**src/rtl/oa_pkg.sv**
```systemverilog
package oa_pkg;
  localparam int unsigned OA_ADDR_W = 7;
  localparam int unsigned OA_BYTE_W = OA_ADDR_W + 1;

  typedef enum logic [1:0] {
    RSEL_CTRL = 2'd0,
    RSEL_OWN  = 2'd1,
    RSEL_DATA = 2'd2
  } rsel_e;

  function automatic rsel_e decode_sel(input logic sel_hi, input logic setup);
    if (sel_hi)     return RSEL_CTRL;
    else if (setup) return RSEL_OWN;
    else            return RSEL_DATA;
  endfunction
endpackage

```
**src/rtl/oa_host_regs.sv**
```systemverilog
module oa_host_regs
  import oa_pkg::*;
#(
  parameter int unsigned ADDR_W = 7,
  localparam int unsigned BYTE_W = ADDR_W + 1
)(
  input  logic              clk,
  input  logic              rst_n,
  input  logic              host_wr,
  input  logic              host_rd,
  input  logic              host_sel,
  input  logic [BYTE_W-1:0] host_wdata,
  input  logic              rx_take,
  input  logic [BYTE_W-1:0] rx_byte,
  input  logic              aas_q,
  output logic [ADDR_W-1:0] own_q,
  output logic              setup_q,
  output logic              monitor,
  output logic              own_wr,
  output logic              data_rd,
  output logic [BYTE_W-1:0] rdata
);
  rsel_e              sel;
  logic [BYTE_W-1:0]  data_q;

  always_comb sel = decode_sel(host_sel, setup_q);

  assign own_wr  = host_wr && (sel == RSEL_OWN);
  assign data_rd = host_rd && (sel == RSEL_DATA);
  assign monitor = (own_q == '0);

  always_ff @(posedge clk) begin
    if (!rst_n) begin
      own_q   <= '0;
      setup_q <= 1'b0;
      data_q  <= '0;
    end else begin
      if (host_wr && sel == RSEL_CTRL) setup_q <= host_wdata[0];
      if (own_wr)                      own_q   <= host_wdata[ADDR_W-1:0];
      if (rx_take)                     data_q  <= rx_byte;
    end
  end

  always_comb begin
    rdata = '0;
    if (host_rd) begin
      unique case (sel)
        RSEL_CTRL: begin
          rdata[0] = setup_q;
          rdata[1] = aas_q;
          rdata[2] = monitor;
        end
        RSEL_OWN:  rdata[ADDR_W-1:0] = own_q;
        RSEL_DATA: rdata = data_q;
        default:   rdata = '0;
      endcase
    end
  end
endmodule

```
**src/rtl/oa_addr_compare.sv**
```systemverilog
module oa_addr_compare #(
  parameter int unsigned ADDR_W = 7,
  localparam int unsigned BYTE_W = ADDR_W + 1
)(
  input  logic [ADDR_W-1:0] own_q,
  input  logic [BYTE_W-1:0] rx_byte,
  input  logic              monitor,
  output logic              hit
);
  logic [ADDR_W-1:0] bit_eq;

  // stored bit i lines up with received bit i+1; received bit 0 is R/W
  for (genvar i = 0; i < ADDR_W; i++) begin : g_bit
    assign bit_eq[i] = (own_q[i] == rx_byte[i+1]);
  end

  assign hit = (&bit_eq) && !monitor;
endmodule

```
**src/rtl/oa_status.sv**
```systemverilog
module oa_status (
  input  logic clk,
  input  logic rst_n,
  input  logic rx_take,
  input  logic hit,
  input  logic bus_start,
  input  logic bus_stop,
  input  logic data_rd,
  output logic aas_q
);
  logic armed_q;
  logic cond;
  logic compare;

  assign cond    = bus_start || bus_stop;
  assign compare = rx_take && armed_q && !cond;

  always_ff @(posedge clk) begin
    if (!rst_n) begin
      armed_q <= 1'b0;
      aas_q   <= 1'b0;
    end else begin
      if (bus_start)     armed_q <= 1'b1;
      else if (bus_stop) armed_q <= 1'b0;
      else if (rx_take)  armed_q <= 1'b0;

      if (cond)                 aas_q <= 1'b0;
      else if (compare && hit)  aas_q <= 1'b1;
      else if (data_rd)         aas_q <= 1'b0;
    end
  end
endmodule

```
**src/rtl/i2c_own_addr_match.sv**
```systemverilog
module i2c_own_addr_match
  import oa_pkg::*;
#(
  parameter int unsigned ADDR_W = OA_ADDR_W,
  localparam int unsigned BYTE_W = ADDR_W + 1
)(
  input  logic              clk,
  input  logic              rst_n,
  input  logic              host_wr,
  input  logic              host_rd,
  input  logic              host_sel,
  input  logic [BYTE_W-1:0] host_wdata,
  output logic [BYTE_W-1:0] host_rdata,
  input  logic              addr_valid,
  output logic              addr_ready,
  input  logic [BYTE_W-1:0] addr_byte,
  input  logic              bus_start,
  input  logic              bus_stop,
  output logic              aas,
  output logic              monitor_mode
);
  logic [ADDR_W-1:0] own_q;
  logic              setup_q;
  logic              own_wr;
  logic              data_rd;
  logic              rx_take;
  logic              hit;

  assign addr_ready = !own_wr;
  assign rx_take    = addr_valid && addr_ready;

  oa_host_regs #(.ADDR_W(ADDR_W)) u_regs (
    .clk(clk), .rst_n(rst_n),
    .host_wr(host_wr), .host_rd(host_rd), .host_sel(host_sel),
    .host_wdata(host_wdata),
    .rx_take(rx_take), .rx_byte(addr_byte), .aas_q(aas),
    .own_q(own_q), .setup_q(setup_q), .monitor(monitor_mode),
    .own_wr(own_wr), .data_rd(data_rd), .rdata(host_rdata)
  );

  oa_addr_compare #(.ADDR_W(ADDR_W)) u_cmp (
    .own_q(own_q), .rx_byte(addr_byte), .monitor(monitor_mode), .hit(hit)
  );

  oa_status u_stat (
    .clk(clk), .rst_n(rst_n), .rx_take(rx_take), .hit(hit),
    .bus_start(bus_start), .bus_stop(bus_stop), .data_rd(data_rd),
    .aas_q(aas)
  );
endmodule

```
**config.mk**
```make
export PLATFORM = sky130hd
export DESIGN_NAME = i2c_own_addr_match
export DESIGN_NICKNAME = d
export VERILOG_FILES = /design/src/rtl/oa_pkg.sv /design/src/rtl/oa_host_regs.sv /design/src/rtl/oa_addr_compare.sv /design/src/rtl/oa_status.sv /design/src/rtl/i2c_own_addr_match.sv
export SDC_FILE = /design/constraint.sdc
export NUM_CORES = 1
export LEC_CHECK = 0
export BUFFER_PORTS_ARGS = -buffer_cell sky130_fd_sc_hd__buf_2
export CORE_MARGIN = 2
export CORE_UTILIZATION = 40
export DETAILED_ROUTE_END_ITERATION = 16
export PLACE_DENSITY = 0.72
export SYNTH_ARGS = -nofsm -noshare
export SYNTH_HDL_FRONTEND = slang
export SYNTH_SLANG_ARGS = --single-unit
```
**constraint.sdc**
```tcl
create_clock -name clk -period 1.5 [get_ports clk]
set_input_delay 0.075 -clock clk [delete_from_list [all_inputs] [get_ports clk]]
set_output_delay 0.075 -clock clk [all_outputs]
set_load 0.03 [all_outputs]
```
Yosys cells after proc, flatten, opt, wreduce, memory -nomap -nowiden:

Index checks and enable logic that the tools add are counted.

* bits in registers: 18
* logic and storage cells: 44

* bitwise operators: 1
* equal/unequal tests: 9
* multiplexer cells: 11
* reductions and logical operators: 18

Operator list (count)
* 3-bit case mux with 3 select lines: 1
* 1-bit logical AND: 8
* 8-bit 2-to-1 mux: 1
* 4-bit case mux with 2 select lines: 1
* 1-bit == test: 7
* 7-bit logical NOT: 1
* 7-bit AND reduction: 1
* 1-bit 2-to-1 mux: 6
* 2-bit 2-to-1 mux: 2
* 1-bit logical NOT: 3
* 3-bit nonzero test: 1
* 2-bit by 1-bit == test with 1-bit output, second input constant: 1
* 2-bit == test, second input constant: 1
* 2-bit logical NOT: 1
* 2-bit nonzero test: 1
* 2-bit OR reduction: 1
* 1-bit logical OR: 1
* 1-bit NOT: 1

Depth between registers and ports, before layout:

Gate-level depths: netlist of the first run.

* depth in word-level cells: 10
* mapped depth: 5
* mapped depth without buffers: 4

Modules after synthesis:

From an unflattened synthesis of the first run, not the netlist that was laid out.

* cell total of the unflattened synthesis: 100
* area, all modules: 969.7 um^2

Modules (own cells, without submodules)
* oa_host_regs: times used 1, sequential area each 320.3 um^2, cells each 80, area each 790.8 um^2
* oa_status: times used 1, sequential area each 40.0 um^2, cells each 8, area each 85.1 um^2
* oa_addr_compare: times used 1, sequential area each 0.0 um^2, cells each 10, area each 83.8 um^2
* i2c_own_addr_match: times used 1, sequential area each 0.0 um^2, cells each 2, area each 10.0 um^2

Worst setup path after synthesis of the first run:

OpenSTA, ideal clock, no wires.

* path type: register -> output
* from: register u_regs.setup_q
* to: output port host_rdata[0]
* arrival: 1384 ps
* path slack: 41 ps
* required time: 1425 ps
* cell stages (with the launch flop): 4
* path buffers: 1
* cells stage by stage: dfxtp_1 > buf_6 > or3b_2 > a21boi_1

* longest elaborated chain between the ends: 5
* elaborated cells on any way between the ends: 7

RTL lines
* start: declaration: RTL line oa_host_regs.sv:17 `output logic setup_q,`
* start signal: assignment: RTL line oa_host_regs.sv:38 `if (host_wr && sel == RSEL_CTRL) setup_q <= host_wdata[0];`
* 2-bit 2-to-1 mux: RTL line oa_pkg.sv:13 `else if (setup) return RSEL_OWN;`
* 2-bit 2-to-1 mux: RTL line oa_pkg.sv:12 `if (sel_hi) return RSEL_CTRL;`
* 2-bit == test, or another cell as far along: RTL line oa_host_regs.sv:47 `unique case (sel)`
* 3-bit case mux with 3 select lines *: RTL line oa_host_regs.sv:47
* 8-bit 2-to-1 mux *: RTL line oa_host_regs.sv:46 `if (host_rd) begin`
* end: declaration: RTL line i2c_own_addr_match.sv:13 `output logic [BYTE_W-1:0] host_rdata,`

Every way passes the cells marked *; elsewhere a longest branch is shown, timed or not.

Worst setup path after layout of the first run:

* from: register u_regs.own_q[2]
* to: output port host_rdata[2]

* longest elaborated chain between the ends: 3

RTL lines
* start: declaration: RTL line oa_host_regs.sv:16 `output logic [ADDR_W-1:0] own_q,`
* start signal: assignment: RTL line oa_host_regs.sv:39 `if (own_wr) own_q <= host_wdata[ADDR_W-1:0];`
* 7-bit logical NOT: RTL line oa_host_regs.sv:30 `assign monitor = (own_q == '0);`
* 3-bit case mux with 3 select lines *: RTL line oa_host_regs.sv:47
* 8-bit 2-to-1 mux *: RTL line oa_host_regs.sv:46

Marked as above.

==> results of run 1 <==
==> worst min path at each step <==
stage,startpoint,endpoint,cells past startpoint
3_3_place_gp,bus_start,u_stat.armed_q,3
4_1_cts,bus_start,u_stat.armed_q,3
6_report,addr_byte[0],u_regs.data_q[0],3
3_5_place_dp,bus_start,u_stat.armed_q,3
5_1_grt,addr_byte[0],u_regs.data_q[0],3
2_1_floorplan,bus_start,u_stat.armed_q,2
==> cell type report <==
type	instances	area, µm²
Clock buffer	4	36.3
Fill cell	216	958
Inverter	2	7.51
Multi-Input combinational cell	82	568
Sequential cell	18	370
Tap cell	28	35.0
Timing Repair Buffer	45	279
==> cell usage in the layout (no fill, tap or decap), types with 2 or more instances in the layout <==
cell type and instances:
dfxtp_1 14, nor2b_1 9, nand3_1 9, clkbuf_4 4, buf_4 13, buf_6 3
dfxtp_2 2, xor2_1 4, buf_2 28, xnor2_1 3, nor2_1 4, a21boi_1 9
nor3b_1 2, dfxtp_4 2, nand2_1 12, o21ai_0 2, mux2i_1 13
==> cells by family (layout without fill, tap and decap cells) <==
kind of cell | Yosys count | after routing
xor+xnor | 7 | 7
compound gates | 15 | 15
mux | 14 | 14
flops | 18 | 18
buf+inv | 7 | 51
simple gates | 46 | 46
==> per-layer routing <==
layer	up-vias	GRT usage [%]
met5	-	0
met4	0	5.56
met1	425	22.1
met2	14	29.0
met3	2	3.67
li1	457	-
==> power groups by stage <==
| stage | clock network (mW) | logic, mW | registers [mW] |
|---|---|---|---|
| after floorplan | 0 | 0.0997 | 0.514 |
| after global placement | 0 | 0.153 | 0.517 |
| after detailed placement | 0 | 0.156 | 0.518 |
| after CTS | 0.313 | 0.171 | 0.506 |
| after global routing | 0.342 | 0.195 | 0.507 |
| final | 0.304 | 0.180 | 0.505 |
==> state kept, by name, summed over array words and instances (netlist names) <==
register / flops
u_regs.data_q: 8
u_regs.own_q: 7
u_regs.setup_q: 1
u_stat.aas_q: 1
u_stat.armed_q: 1
==> through the flow <==
| step | utilization [%] | instances | TNS, ps |
|---|---|---|---|
| final | 57.5 | 179 | 0 |
| after CTS | 55.0 | 176 | 0 |
| after global routing | 57.5 | 179 | -99.0 |
| after floorplan | - | 107 | 0 |
| after global placement | 50.9 | 167 | 0 |
| after detailed placement | 50.9 | 167 | 0 |
==> worst max-delay path: stages, from the launching register on <==
cell     delay [ps]
dfxtp_2         350
buf_4           150
mux2_2          260
o211a_1         210
buf_6           130
==> repair_timing <==
action,CTS,global route
endpoints found under the setup margin,2,9
buffers inserted,5,4
pin swaps,3,4
gates resized for setup,7,13
==> results.yml, run 1 <==
outcome:
  outcome: "complete, no violations"
die:
  initial_core_util_pct: 42.8
  design.die.area_um2: 2820
  core.rowCount: 17
  die_width_um: 53.1
  core_area_um2: 2250
  die_h_um: 53.1
  io-pin-count: 35
logic_synthesis:
  synth.yosys.seq_area_share_pct: 37.4
  synth_top_cells_by_area: "dfxtp_1 (37%), mux2i_1 (13%), a21boi_1 (7.0%)"
  synth_compound_area_share_pct: 11.0
  ys_ff_latch: 18
  synth_enable_flop_cells: 0
  yosys.area_share.simple_pct: 25.0
  post-synth-top-count-cell: "dfxtp_1"
  yosys_warnings: 0
  async_reset_ff_share_pct: 0
  synth_commonest_cells: "dfxtp_1 (18), mux2i_1 (13), nand2_1 (12)"
  mappedNetlistNets: 131
  synthXorXnorAreaFrac_pct: 6.36
  dominant_combinational_cell_family_by_area_after_synthesis: "simple AND/OR/NAND/NOR gates"
  yosys-mux-area-fraction_pct: 14.7
  yosysUniqueCellTypes: 30
  synth_adder_area_share_pct: 0
  syn_area_um2: 965
  synth_top_flop_cell: "dfxtp_1"
  postSynthCellCount: 107
  synth_area_leader_cell: "dfxtp_1"
  avgSynthCellArea_um2: 9.02
  synthDominantCellAreaShare_pct: 37.4
sta:
  max-slew-margin-rel_pct: 81.9
  fmax_mhz: 679
  fin_hold_viols: 0
  setup_ws_ps: 27.8
  grt_setup_unrepaired: "yes"
  final-setup-viol-count: 0
  period_needed_ps: 1470
  maxSlewViolCount: 0
  fin_hold_ws_ps: 27.0
  fin_crit_sh_pct: 98.1
  fin_skew_ps: 2.19
  tightestPinTransition_ps: 271
critical_path:
  cp_max_fo: 3
  crit_end: "host_rdata[2]"
  crit_start: "u_regs.own_q[2]"
  worstSetupEndpointType: "output port"
  setup.reg_to_reg.worst_slack_ps: 160
  path_class: "register to output port"
  r2r_start: "u_regs.setup_q"
  worst_ep_required_time_ps: 1420
  ff2ff_path_depth: 6
  critPathLaunchType: "register"
  cp.arrival_ps: 1400
  worst_r2r_endpoint: "u_stat.armed_q"
detailed_routing:
  avgRoutedWirePerCell_um: 13.1
  detail_route.wirelength.met1_um: 1040
  antenna_left: 0
  dr.max_layer_used: "met4"
  dr.pass1.iters: 4
  route.vias.total: 898
  routed_wl_um: 2350
  drc_errors: 0
  vias_per_cell: 5.02
  drt_iter0_markers: 10
  wl_met3_um: 93
  wl_met2_um: 1200
clock_tree:
  clkTransAtPathRegs_ps: 110
  tritoncts: "yes"
  insertion_delay_ps: 290
  cts.htree.levels: 1
  cts_hold_repair.buffers: 0
  number_of_clock_sinks: 18
  cts_root_buffer: "clkbuf_4"
  tritoncts_buffers: 3
  max-clock-path-buffers: 2
global_route:
  via_count_of_the_first_global_routing_pass: 824
  first_pass_grt_wire_length_um: 3530
  initial_antenna_violation_count: 0
  gr-total-overflow: 0
  grt_use_total_pct: 17.3
  grt_max_degree: 19
power:
  ir_worst_vdd_mv: 0.656
  total_leakage_power_nw: 0.623
  switching_share_pct: 26.2
  seq_power_share_pct: 51.1
  power.combinational.fraction_pct: 18.2
  power_density_nw_per_um2: 763
  total_power_mw: 0.989
  power.share.clock_pct: 30.8
  power.net_switching_mw: 0.259
  cell_internal_pwr_mw: 0.730
cells_and_area:
  final_area_um2: 1300
  drive_gt1_share_pct: 38.4
  antenna-diode-count: 0
  number_of_nets_in_the_final_layout: 176
  areaGrowthSynthToFinish_pct: 34.4
run:
  max_cap_violations: 0
placed_design:
  dpl_worst_slack_ps: 252
  io_buffers: 33
  dpl.hpwl_um: 1650
  place_congestion: 0.753
  placed_cell_area_um2: 1150
worst_hold_path:
  worst_hold_path_type: "input port to register"
Power figures use the tool's default switching activity.
==> run 2, diff against run 1 <==
- CTS_CLUSTER_SIZE: unset -> 16
- RECOVER_POWER: unset -> 50
==> run 2 against run 1 <==
Via count increased by 0.56%. First-iteration DRC count fell by 10%. Clock power hardly changed. Non-clock buffer count unchanged. Core utilization fell by 0.17 points. Clock skew rose by 1.1 ps. Sequential share of layout area is 0.083 points higher. Count of clock-buffer cells in the layout unchanged. Routed wire length shrank 0.98%.
==> results.yml, run 2 (same netlist as run 1, synthesis figures left out) <==
worst_hold_path:
  worst_min_delay_path_startpoint: "addr_byte[0]"
  worst_hold_path_type: "input port to register"
  hold_path_sink: "u_regs.data_q[0]"
  hold_path_depth: 3
clock_tree:
  tritoncts: "yes"
  number_of_clock_sinks: 18
  clkTransAtPathRegs_ps: 110
  max-clock-path-buffers: 2
  cts_root_buffer: "clkbuf_4"
  cts_hold_repair.buffers: 0
  tritoncts_buffers: 3
  cts.htree.levels: 1
  insertion_delay_ps: 290
detailed_routing:
  dr.pass1.iters: 4
  drc_errors: 0
  vias_per_cell: 5.04
  avgRoutedWirePerCell_um: 13.0
  route.vias.total: 903
  drt_iter0_markers: 9
  antenna_left: 0
  routed_wl_um: 2320
sta:
  grt_setup_unrepaired: "yes"
  final-setup-viol-count: 0
  fin_crit_sh_pct: 98.4
  tightestPinTransition_ps: 365
  period_needed_ps: 1480
  maxSlewViolCount: 0
  setup-tns-final_ps: 0
  fmax_mhz: 677
  fin_hold_viols: 0
  fin_skew_ps: 3.30
  max-slew-margin-rel_pct: 75.8
power:
  ir_worst_vdd_mv: 0.653
  cell_internal_pwr_mw: 0.729
  total_leakage_power_nw: 0.618
  seq_power_share_pct: 51.1
  power.net_switching_mw: 0.260
  power.combinational.fraction_pct: 18.0
  switching_share_pct: 26.3
  power.share.clock_pct: 31.0
  total_power_mw: 0.989
  power_density_nw_per_um2: 765
cells_and_area:
  antenna-diode-count: 0
  final_cell_mix: "buf_2 (27), dfxtp_1 (14), mux2i_1 (13), nand2_1 (12)"
  drive_gt1_share_pct: 37.7
  number_of_nets_in_the_final_layout: 176
  most_frequent_standard_cell_in_the_layout_excluding_fill_and_tap_cells: "buf_2"
  areaGrowthSynthToFinish_pct: 34.0
  regArea_um2: 370
  regMostFlops: "u_regs.data_q"
  biggestRegsByFlops: "u_regs.data_q (8), u_regs.own_q (7)"
  fillers: 217
  flip_flop_count_of_the_largest_register_after_layout: 8
  multiInputGateArea_um2: 568
critical_path:
  r2r_start: "u_regs.setup_q"
  cp.arrival_ps: 1400
  worst_ep_required_time_ps: 1420
  worst_r2r_endpoint: "u_regs.data_q[1]"
  ff2ff_path_depth: 6
  critPathLaunchType: "register"
  setup.reg_to_reg.worst_slack_ps: 130
  worstSetupEndpointType: "output port"
  path_class: "register to output port"
  cp_max_fo: 3
die:
  core_area_um2: 2250
  design.die.area_um2: 2820
  die_width_um: 53.1
  io-pin-count: 35
  core.rowCount: 17
  initial_core_util_pct: 42.8
  die_h_um: 53.1
outcome:
  outcome: "complete, no violations"
run:
  max_cap_violations: 0
placed_design:
  place_congestion: 0.753
  dpl.hpwl_um: 1650
  io_buffers: 33
global_route:
  initial_antenna_violation_count: 0
  grt_use_total_pct: 17.3
  first_pass_grt_wire_length_um: 3530
  gr-total-overflow: 0
  grt_max_degree: 19
  via_count_of_the_first_global_routing_pass: 824
==> run 2: cell count changes in the layout (fill, tap and decap cells not counted), sizes merged <==
cell	change
clkbuf	+5
buf	-5
==> run 2: timing repair <==
| action | CTS | global route |
|---|---|---|
| pin swaps | 3 | 4 |
| resized for setup | 7 | 13 |
| setup buffers | 5 | 4 |
| endpoints found under the hold margin | 0 | 0 |
| setup endpoints to repair | 2 | 9 |
==> run 2: worst max-delay path by stage <==
stage                    startpoint             to
CTS                 u_regs.own_q[3]  host_rdata[2]
floorplan            u_regs.setup_q  host_rdata[0]
global route        u_regs.own_q[2]  host_rdata[2]
global placement     u_regs.setup_q  host_rdata[2]
finish              u_regs.own_q[2]  host_rdata[2]
detailed placement  u_regs.own_q[3]  host_rdata[2]
==> run 2: power by group through the flow <==
stage	registers [mW]	logic, mW	clock network, mW
finish	0.505	0.178	0.306
global route	0.507	0.194	0.342
CTS	0.506	0.171	0.313
detailed placement	0.518	0.156	0
global placement	0.517	0.153	0
floorplan	0.514	0.0997	0
==> run 2: critical path, stage by stage, from the launching register on <==
cell and delay, ps:
dfxtp_2 350, buf_4 150, mux2_2 260, o211a_1 210
buf_6 130
==> run 2: final cells by class <==
cell class	count	area share (%)
clock buffer	4	2.81
multi-input combinational	82	43.9
inverter	2	0.581
sequential	18	28.7
timing repair buffer	45	21.3
tap	28	2.71
==> run 2: through the flow <==
stage	setup slack, ps	instance area (µm²)	instances	util (%)	hold WS (ps)
floorplan	40.5	965	107	-	214
global placement	269	1150	167	50.9	321
detailed placement	252	1150	167	50.9	337
CTS	1.98	1240	176	55.0	27.7
global route	-51.8	1290	179	57.3	18.7
finish	23.9	1290	179	57.3	22.6
==> run 2: per-layer routing <==
metal / global-route usage, % / vias up / part of all wire [%]
li1: - / 460 / -
met5: 0 / - / 0
met3: 3.67 / 2 / 4.3
met4: 5.56 / 0 / 0.60
met1: 22.1 / 425 / 44
met2: 29.0 / 16 / 51
